## src/rtl/div3_pkg.sv

```systemverilog
package div3_pkg;

    // Method select carried alongside every operand
    typedef enum logic [1:0] {
        MODE_TRUNC     = 2'b00,
        MODE_SMALL     = 2'b01,
        MODE_MULT      = 2'b10,
        MODE_TRUNC_ALT = 2'b11
    } div3_mode_e;

endpackage

```

## src/rtl/div3_product_stage.sv

```systemverilog
module div3_product_stage
    import div3_pkg::*;
#(
    parameter int          DATA_W      = 32,
    parameter int          PROD_W      = 2 * DATA_W,
    parameter logic [31:0] RECIP       = 32'hAAAA_AAAB,
    parameter int          SMALL_MUL   = 341,
    parameter int          SMALL_LIMIT = 768
) (
    input  logic              clk,
    input  logic              rst_n,
    input  logic              in_valid,
    input  div3_mode_e        in_mode,
    input  logic [DATA_W-1:0] in_data,
    output logic              s1_valid,
    output div3_mode_e        s1_mode,
    output logic [PROD_W-1:0] s1_prod,
    output logic              s1_oor
);

    localparam logic [PROD_W-1:0] K_RECIP = PROD_W'(RECIP);
    localparam logic [PROD_W-1:0] K_SMALL = PROD_W'(SMALL_MUL);
    localparam logic [DATA_W-1:0] LIMIT_V = DATA_W'(SMALL_LIMIT);

    logic [PROD_W-1:0] mul_k;
    logic [PROD_W-1:0] prod;
    logic              oor_now;

    always_comb begin
        unique case (in_mode)
            MODE_SMALL: mul_k = K_SMALL;
            MODE_TRUNC, MODE_MULT, MODE_TRUNC_ALT: mul_k = K_RECIP;
            default:    mul_k = K_RECIP;
        endcase
        prod    = PROD_W'(in_data) * mul_k;
        oor_now = (in_mode == MODE_SMALL) && (in_data > LIMIT_V);
    end

    always_ff @(posedge clk or negedge rst_n) begin
        if (!rst_n) begin
            s1_valid <= 1'b0;
            s1_mode  <= MODE_TRUNC;
            s1_prod  <= '0;
            s1_oor   <= 1'b0;
        end else begin
            s1_valid <= in_valid;
            if (in_valid) begin
                s1_mode <= in_mode;
                s1_prod <= prod;
                s1_oor  <= oor_now;
            end
        end
    end

    // only the small-range method may raise the range flag
    assert_flag_small_only_R5: assert property (@(posedge clk) disable iff (!rst_n)
        (in_valid && in_mode != MODE_SMALL) |=> !s1_oor);

endmodule

```

## src/rtl/div3_select_stage.sv

```systemverilog
module div3_select_stage
    import div3_pkg::*;
#(
    parameter int DATA_W      = 32,
    parameter int PROD_W      = 2 * DATA_W,
    parameter int TRUNC_SH    = 33,
    parameter int SMALL_SH    = 10,
    parameter int SMALL_LIMIT = 768
) (
    input  logic              clk,
    input  logic              rst_n,
    input  logic              s1_valid,
    input  div3_mode_e        s1_mode,
    input  logic [PROD_W-1:0] s1_prod,
    input  logic              s1_oor,
    output logic              out_valid,
    output logic [DATA_W-1:0] out_quot,
    output logic              out_range_err
);

    localparam int                PAD       = TRUNC_SH + DATA_W - PROD_W;
    localparam logic [DATA_W-1:0] MAX_Q     = {DATA_W{1'b1}} / 3;
    localparam logic [DATA_W-1:0] SMALL_MAX = DATA_W'(SMALL_LIMIT / 3);

    logic [DATA_W-1:0] q_trunc;
    logic [DATA_W-1:0] q_small;
    logic [DATA_W-1:0] q_mult;
    logic [DATA_W-1:0] q_sel;

    always_comb begin
        q_trunc = {{PAD{1'b0}}, s1_prod[PROD_W-1:TRUNC_SH]};
        q_small = s1_prod[SMALL_SH +: DATA_W];
        q_mult  = s1_prod[DATA_W-1:0];
        unique case (s1_mode)
            MODE_SMALL:                 q_sel = q_small;
            MODE_MULT:                  q_sel = q_mult;
            MODE_TRUNC, MODE_TRUNC_ALT: q_sel = q_trunc;
            default:                    q_sel = q_trunc;
        endcase
    end

    always_ff @(posedge clk or negedge rst_n) begin
        if (!rst_n) begin
            out_valid     <= 1'b0;
            out_quot      <= '0;
            out_range_err <= 1'b0;
        end else begin
            out_valid <= s1_valid;
            if (s1_valid) begin
                out_quot      <= q_sel;
                out_range_err <= s1_oor;
            end
        end
    end

    // a truncating quotient can never exceed the quotient of the largest operand
    assert_trunc_bound_R3: assert property (@(posedge clk) disable iff (!rst_n)
        (s1_valid && (s1_mode == MODE_TRUNC || s1_mode == MODE_TRUNC_ALT))
            |=> (out_quot <= MAX_Q));

    // an in-range small operand gives at most limit/3
    assert_small_bound_R4: assert property (@(posedge clk) disable iff (!rst_n)
        (s1_valid && s1_mode == MODE_SMALL && !s1_oor) |=> (out_quot <= SMALL_MAX));

endmodule

```

## src/rtl/div3_unit.sv

```systemverilog
module div3_unit
    import div3_pkg::*;
#(
    parameter int          DATA_W      = 32,
    parameter logic [31:0] RECIP       = 32'hAAAA_AAAB,
    parameter int          TRUNC_SH    = 33,
    parameter int          SMALL_MUL   = 341,
    parameter int          SMALL_SH    = 10,
    parameter int          SMALL_LIMIT = 768
) (
    input  logic              clk,
    input  logic              rst_n,
    input  logic              in_valid,
    input  logic [1:0]        in_mode,
    input  logic [DATA_W-1:0] in_data,
    output logic              out_valid,
    output logic [DATA_W-1:0] out_quot,
    output logic              out_range_err
);

    localparam int PROD_W = 2 * DATA_W;

    div3_mode_e        s1_mode;
    logic              s1_valid;
    logic [PROD_W-1:0] s1_prod;
    logic              s1_oor;

    div3_product_stage #(
        .DATA_W(DATA_W), .PROD_W(PROD_W), .RECIP(RECIP),
        .SMALL_MUL(SMALL_MUL), .SMALL_LIMIT(SMALL_LIMIT)
    ) u_product (
        .clk(clk), .rst_n(rst_n), .in_valid(in_valid),
        .in_mode(div3_mode_e'(in_mode)), .in_data(in_data),
        .s1_valid(s1_valid), .s1_mode(s1_mode), .s1_prod(s1_prod), .s1_oor(s1_oor)
    );

    div3_select_stage #(
        .DATA_W(DATA_W), .PROD_W(PROD_W), .TRUNC_SH(TRUNC_SH),
        .SMALL_SH(SMALL_SH), .SMALL_LIMIT(SMALL_LIMIT)
    ) u_select (
        .clk(clk), .rst_n(rst_n), .s1_valid(s1_valid), .s1_mode(s1_mode),
        .s1_prod(s1_prod), .s1_oor(s1_oor),
        .out_valid(out_valid), .out_quot(out_quot), .out_range_err(out_range_err)
    );

    // every accepted operand yields a result two edges later
    assert_latency_R2: assert property (@(posedge clk) disable iff (!rst_n)
        in_valid |-> ##2 out_valid);

    // no result appears without an operand two edges earlier
    assert_no_spurious_R2: assert property (@(posedge clk) disable iff (!rst_n)
        !in_valid |-> ##2 !out_valid);

    // outputs hold while no result arrives
    assert_hold_R8: assert property (@(posedge clk) disable iff (!rst_n)
        !out_valid |-> ($stable(out_quot) && $stable(out_range_err)));

endmodule

```

## config.mk

```make
export PLATFORM = sky130hd
export DESIGN_NAME = div3_unit
export DESIGN_NICKNAME = d
export VERILOG_FILES = /design/src/rtl/div3_pkg.sv /design/src/rtl/div3_product_stage.sv /design/src/rtl/div3_select_stage.sv /design/src/rtl/div3_unit.sv
export SDC_FILE = /design/constraint.sdc
export NUM_CORES = 1
export LEC_CHECK = 0
export BUFFER_PORTS_ARGS = -buffer_cell sky130_fd_sc_hd__clkbuf_2
export CORE_UTILIZATION = 55
export CTS_CLUSTER_SIZE = 8
export DETAILED_ROUTE_END_ITERATION = 8
export GPL_ROUTABILITY_DRIVEN = 1
export PLACE_DENSITY_LB_ADDON = 0.12
export SKIP_CTS_REPAIR_TIMING = 1
export SYNTH_ARGS = -nofsm -noshare
export SYNTH_HDL_FRONTEND = slang
export SYNTH_SLANG_ARGS = --single-unit
```

## constraint.sdc

```tcl
create_clock -name clk -period 4.4 [get_ports clk]
set_clock_uncertainty 0.15 [all_clocks]
set_input_delay 0 -clock clk [delete_from_list [all_inputs] [get_ports clk]]
set_output_delay 0 -clock clk [all_outputs]
set_load 0.005 [all_outputs]
```

==> impl_metrics.toml, run 1 <==
[synthesis]
syn-cell-area_sq_um = 20830
synth_warnings = 0
synth_enable_flop_cells = 0
synth_flop_cell = "dfrtp_1"
syn-mean-instance-area_sq_um = 10.03
post_synth_main_area_contributors = "fa_1 (34%), ha_1 (19%), dfrtp_1 (12%), inv_1 (8.3%), mux2_2 (4.5%)"
post-synth-top-area-cell = "fa_1"
synth.lib_cells_used.distinct = 70
yosysTopAreaCellShare_pct = 34.40
async_flop_share_pct = 100.0
seq_area_frac_synth_pct = 12.25
postSynthCellCount = 2076
synth-seq-cells = 102

[cells_and_area]
final_cell_area_sq_um = 27660
layout.cells.most_common_list = "buf_4 (466), inv_1 (439), fa_1 (333)"
seqCellArea_sq_um = 2552
post_route_cells_drive_above_1_share_pct = 36.62
layout_commonest_cell = "buf_4"
multiInputGateArea_sq_um = 18100
number_of_nets_in_the_layout = 3309
synthToLayoutAreaGrowth_pct = 32.77
antennaDiodeCount = 0
num-fill-cells = 2659

[global_route]
wire_length_of_the_first_global_routing_pass_um = 95520
grt_pass1_vias = 17900
grt-ovfl-total = 0
grt_start_max_net_pins = 65
gr-usage-all-layers_pct = 32.09
grt_antenna_before_repair = 1

[timing]
maxClockFrequency_mhz = 143.0
fin_worst_hold_slack_ns = 0.05552
setup_slack_ns = -2.595
setup_repair_after_global_routing_missed_its_margin = "yes"
timing.final.max_slew_violations = 0
fin_setup_tns_ns = -121.79
fin_crit_ns = 6.995
worst_pin_slew_ns = 1.181
timing.final.crit_share_pct = 159.0
max-slew-margin-rel_pct = 21.28
setup_viol = 56
timing_hold_violations_final = 0

[cts]
cts_num_sinks = 102
numCtsBuffers = 9
htreeDepth = 3
ctsLongestPathBuffers = 2
root_driver = "clkbuf_16"
clkLatencyLatePin_ns = 0.34
clkTransAtPathRegs_ns = 0.07
cts_tree = "built"

[placed_design]
final_hpwl_dp_um = 51900
port_buffers = 70
routabilityCongestion = 0.9536
post_dp_cell_area_sq_um = 25480

[worst_setup_path]
worstSetupPathType = "in2reg"
worst-path-max-fanout = 7
critical_path_arrival_ns = 7.08
critPathLaunchType = "input pin"
setup.worst_path.end_class = "flop"
required_time_of_the_critical_path_ns = 4.48

[outcome]
outcome = "finished with violations"
failing_checks = "setup timing"

[min_path]
hold_class = "in2async"

[floorplanning]
core_region_area_sq_um = 36960
die_width_um = 196.6
floorplan.rows = 70
die_height_um = 196.6
floorplan.initialDensity_pct = 56.36
design.portCount = 71
floorplan.die_area_sq_um = 38660

[route]
avgViaCountPerCell = 5.360
routed_wire_length_per_instance_um = 20.02
detail_route.drc_violations = 0
ant_nets = 0
detailedRoute.firstPassIterationCount = 5
wl_um = 62150
via_count = 16640
drt_iter0_markers = 1036

[flow_run]
drv.max_cap_violation_count = 0
-- routing by layer --
| layer | GRT usage, % | share of wire (%) | wire (um) |
|---|---|---|---|
| met5 | 0 | 0.016 | 10 |
| met3 | 2.772 | 4.9 | 3028 |
| met1 | 45.10 | 44 | 27410 |
| met2 | 53.76 | 47 | 29390 |
| met4 | 8.412 | 3.7 | 2311 |
-- cell usage after synthesis, types with 3 or more instances --
master and n:
a211oi_1 5, a21o_1 57, a21oi_1 81, a221oi_1 3, a22oi_1 31, a31oi_1 11
a41oi_1 3, and2_1 41, and3_1 5, buf_1 3, buf_2 5, buf_6 8
clkbuf_1 60, dfrtp_1 102, fa_1 358, ha_1 319, inv_1 461, mux2_2 83
nand2_1 112, nand2b_1 8, nand3_1 18, nand4_1 20, nor2_1 46, nor2b_1 4
nor3_1 11, nor4_1 9, o211ai_1 5, o21a_1 6, o21ai_0 66, o21bai_1 14
o221ai_1 3, or3_1 3, xnor2_1 40, xor2_1 27
-- flip-flops by register name, summed over array words and instances (netlist names) --
signal,count
u_select.out_quot,32
u_product.s1_valid,1
u_select.out_range_err,1
u_product.s1_prod,64
u_product.s1_oor,1
u_select.out_valid,1
u_product.s1_mode,2
-- path summary, 6_finish.rpt --
check | slack [ns] | from | cells after the start | to
setup / recovery | -2.60 | in_mode[1] | 26 | u_product.s1_prod[57]
hold / removal | 0.06 | rst_n | 2 | u_select.out_quot[24]
setup reg to reg | 1.97 | u_product.s1_mode[0] | 5 | u_select.out_quot[9]
hold reg to reg | 0.36 | u_select.out_quot[26] | 1 | u_select.out_quot[26]
max in group asynchronous | 2.90 | rst_n | 3 | u_select.out_quot[10]
min in group clk | 0.07 | in_valid | 1 | u_product.s1_valid
-- cells by family after synthesis --
family / share of synthesized area (%)
xor+xnor: 2.817
flops: 12.25
buf+inv: 9.994
compound gates: 10.08
mux: 4.607
other cells: 0.03605
simple gates: 6.649
fa+ha+maj: 53.56
-- through the flow --
| stage | cells | util [%] | setup slack [ns] |
|---|---|---|---|
| after global routing | 3104 | 74.84 | -2.749 |
| final | 3104 | 74.84 | -2.595 |
| after detailed placement | 3044 | 68.94 | -3.026 |
| after global placement | 3044 | 68.94 | -2.958 |
| after CTS | 3060 | 69.71 | -2.684 |
| after floorplan | 2083 | - | -2.347 |
-- layout make-up --
| cell class | instances | area share [%] |
|---|---|---|
| multi-input cells | 1446 | 65.42 |
| well taps | 504 | 2.280 |
| clock inverters | 5 | 0.1493 |
| flip-flops and latches | 102 | 9.228 |
| repair buffers | 575 | 15.79 |
| inverters | 461 | 6.256 |
| clock buffers | 11 | 0.8776 |
-- critical path: stages --
cell       delay, ns
buf_8           0.13
nand2b_4        0.24
and2_4          0.19
a21o_1          0.18
ha_4            0.25
fa_1            0.50
buf_6           0.14
fa_1            0.50
fa_1            0.62
fa_1            0.47
fa_1            0.57
inv_2           0.06
fa_2            0.47
fa_1            0.51
inv_2           0.05
ha_4            0.27
and4_4          0.21
and3_4          0.17
nor2b_4         0.15
nand2_2         0.07
a2111oi_4       0.46
o2111ai_4       0.17
a21oi_4         0.19
a21boi_2        0.08
xnor2_1         0.14
mux2_4          0.27
Power of run 1 is left out: the tool's default activity adds up to more than one toggle a clock period on the data nets, which glitch-free logic cannot reach.
==> inputs of run 2 (changes only) <==
Settings changed: ABC_AREA set to 1.
==> run 2 against run 1 <==
Net effect: the run ends with hold timing, setup timing left; flip-flop and latch count stayed put; utilization is 1.1 points higher; fmax increased by 11%; first-iteration DRC count up 3.6%; die area is 8.6% higher; synthesized cell count rose by 39%.
==> impl_metrics.toml, run 2 <==
[placed_design]
routabilityCongestion = 1.023
port_buffers = 70
final_hpwl_dp_um = 62100
post_dp_cell_area_sq_um = 27420
worst_slack_placed_ns = -2.567

[synthesis]
seq_area_frac_synth_pct = 11.28
synth-seq-cells = 102
syn-cell-area_sq_um = 22640
yosysMostFrequentCell = "inv_1"
async_flop_share_pct = 100.0
synth_flop_cell = "dfrtp_1"
synth_warnings = 0
post-synth-top-area-cell = "fa_1"
postSynthCellCount = 2892
post_synth_main_area_contributors = "fa_1 (32%), ha_1 (18%), inv_1 (13%), nand2_1 (12%), dfrtp_1 (11%)"
synth.lib_cells_used.distinct = 40
synthTopCellsByCount = "inv_1 (791), nand2_1 (696), fa_1 (358), ha_1 (319), nor2_1 (132)"
synth_enable_flop_cells = 0
yosysTopAreaCellShare_pct = 31.66
syn-mean-instance-area_sq_um = 7.827

[cts]
ctsLongestPathBuffers = 2
cts_tree = "built"
clkTransAtPathRegs_ns = 0.07
root_driver = "clkbuf_16"
clkLatencyLatePin_ns = 0.35
htreeDepth = 3
numCtsBuffers = 9
cts_num_sinks = 102

[cells_and_area]
post_route_cells_drive_above_1_share_pct = 34.57
synthToLayoutAreaGrowth_pct = 34.77
largest_register_ff_count = 64
number_of_nets_in_the_layout = 4111
num-fill-cells = 2943
utilization_pct = 75.91
multiInputGateArea_sq_um = 19830
reg.largest.list = "u_product.s1_prod: 64 flops, u_select.out_quot: 32 flops, u_product.s1_mode: 2 flops"
layout.cells.most_common_list = "inv_1 (709), nand2_1 (546), buf_4 (443)"
seqCellArea_sq_um = 2552
antennaDiodeCount = 0
layout_commonest_cell = "inv_1"
final_cell_area_sq_um = 30510
largest_register = "u_product.s1_prod"

[global_route]
grt_pass1_vias = 21190
wire_length_of_the_first_global_routing_pass_um = 112800
grt-ovfl-total = 0
grt_start_max_net_pins = 71
grt_antenna_before_repair = 0
gr-usage-all-layers_pct = 35.29

[timing]
timing_hold_violations_final = 1
fin_worst_hold_slack_ns = -0.01362
max-slew-margin-rel_pct = 12.50
setup_slack_ns = -1.929
fin_crit_ns = 6.329
maxClockFrequency_mhz = 158.0
worst_pin_slew_ns = 1.300
setup_viol = 56
timing.final.max_slew_violations = 0
setup_repair_after_global_routing_missed_its_margin = "yes"
timing.final.crit_share_pct = 143.8
fin_setup_tns_ns = -88.87

[floorplanning]
die_width_um = 204.9
floorplan.initialDensity_pct = 56.32
floorplan.die_area_sq_um = 41970
design.portCount = 71
core_region_area_sq_um = 40190
die_height_um = 204.9
floorplan.rows = 73

[worst_setup_path]
timing.rr.start = "u_product.s1_mode[1]"
worstSetupPathType = "in2reg"
worst-path-max-fanout = 6
critical_path.slowest_cell = "fa_1"
cpPeakStageDelay_ns = 0.59
worst_setup_path_startpoint = "in_mode[1]"
critical_path_arrival_ns = 6.41
critPathLaunchType = "input pin"
required_time_of_the_critical_path_ns = 4.49
critPathMostFrequentCell = "fa_1"
setup.worst_path.end_class = "flop"

[route]
avgViaCountPerCell = 5.166
detail_route.drc_violations = 0
ant_nets = 0
via_count = 20290
drt_iter0_markers = 1073
detailedRoute.firstPassIterationCount = 5
wl_um = 74250
routed_wire_length_per_instance_um = 18.91

[outcome]
failing_checks = "hold timing, setup timing"
outcome = "finished with violations"

[min_path]
worstHoldStart = "in_data[0]"
hold_class = "in2reg"

[flow_run]
drv.max_cap_violation_count = 0
## run 2: cell count changes after synthesis, moves of 12 or more
cell      change
and2_1       -38
inv_1       +330
nand2_1     +584
a22oi_1      -19
mux2_2       -83
xor2_1       -21
clkbuf_1     -12
a21o_1       -52
nand3_1      +95
nor2_2       +25
inv_2        +14
a21oi_1      -15
nor2_1       +86
## run 2: worst paths after layout
check                                   endpoint  cells after the start  slack [ns]
max                        u_product.s1_prod[62]                     29       -1.93
min                         u_product.s1_prod[0]                      4       -0.01
max reg2reg                u_select.out_quot[19]                      9        2.39
min reg2reg                u_product.s1_prod[52]                      2        0.33
max in group asynchronous  u_product.s1_prod[19]                      3        2.87
min in group asynchronous  u_select.out_quot[14]                      2        0.13
## run 2: stage by stage
step / hold WS (ns) / instances
3_3_place_gp: -0.01586 / 3867
2_1_floorplan: -0.4456 / 2899
5_1_grt: 0.005940 / 3927
6_report: -0.01362 / 3927
3_5_place_dp: -0.01064 / 3867
4_1_cts: -0.3839 / 3883
## run 2: routing by layer
metal | track usage (%) | share of wire, % | vias up
met5 | 0 | 0 | -
met4 | 12.83 | 5.1 | 0
met3 | 2.514 | 4.6 | 174
met2 | 60.86 | 49 | 543
met1 | 46.64 | 42 | 9998
li1 | - | - | 9572
## run 2: final cells by class
type,instances,share of cell area (%)
multi-input combinational,1936,65.02
timing repair buffer,542,13.52
inverter,806,10.01
sequential,102,8.367
tap,525,2.153
clock buffer,11,0.7957
clock inverter,5,0.1354
## run 2: cells by family after synthesis
kind of cell | count (synthesis) | synth area share, %
AO/OA/AOI/OAI | 186 | 4.660
XOR/XNOR | 35 | 1.354
adder cells (fa/ha/maj) | 677 | 49.30
buffers and inverters | 861 | 14.31
flip-flops | 102 | 11.28
other | 2 | 0.03318
AND/OR/NAND/NOR | 1029 | 19.08
## run 2: critical path: cells and delay by family
| family | cells | cell delay [ns] |
|---|---|---|
| fa+ha+maj | 9 | 3.97 |
| simple gates | 11 | 1.34 |
| xor+xnor | 1 | 0.14 |
| buf+inv | 7 | 0.67 |
| compound gates | 1 | 0.26 |
Power of run 2 is left out for the same reason.
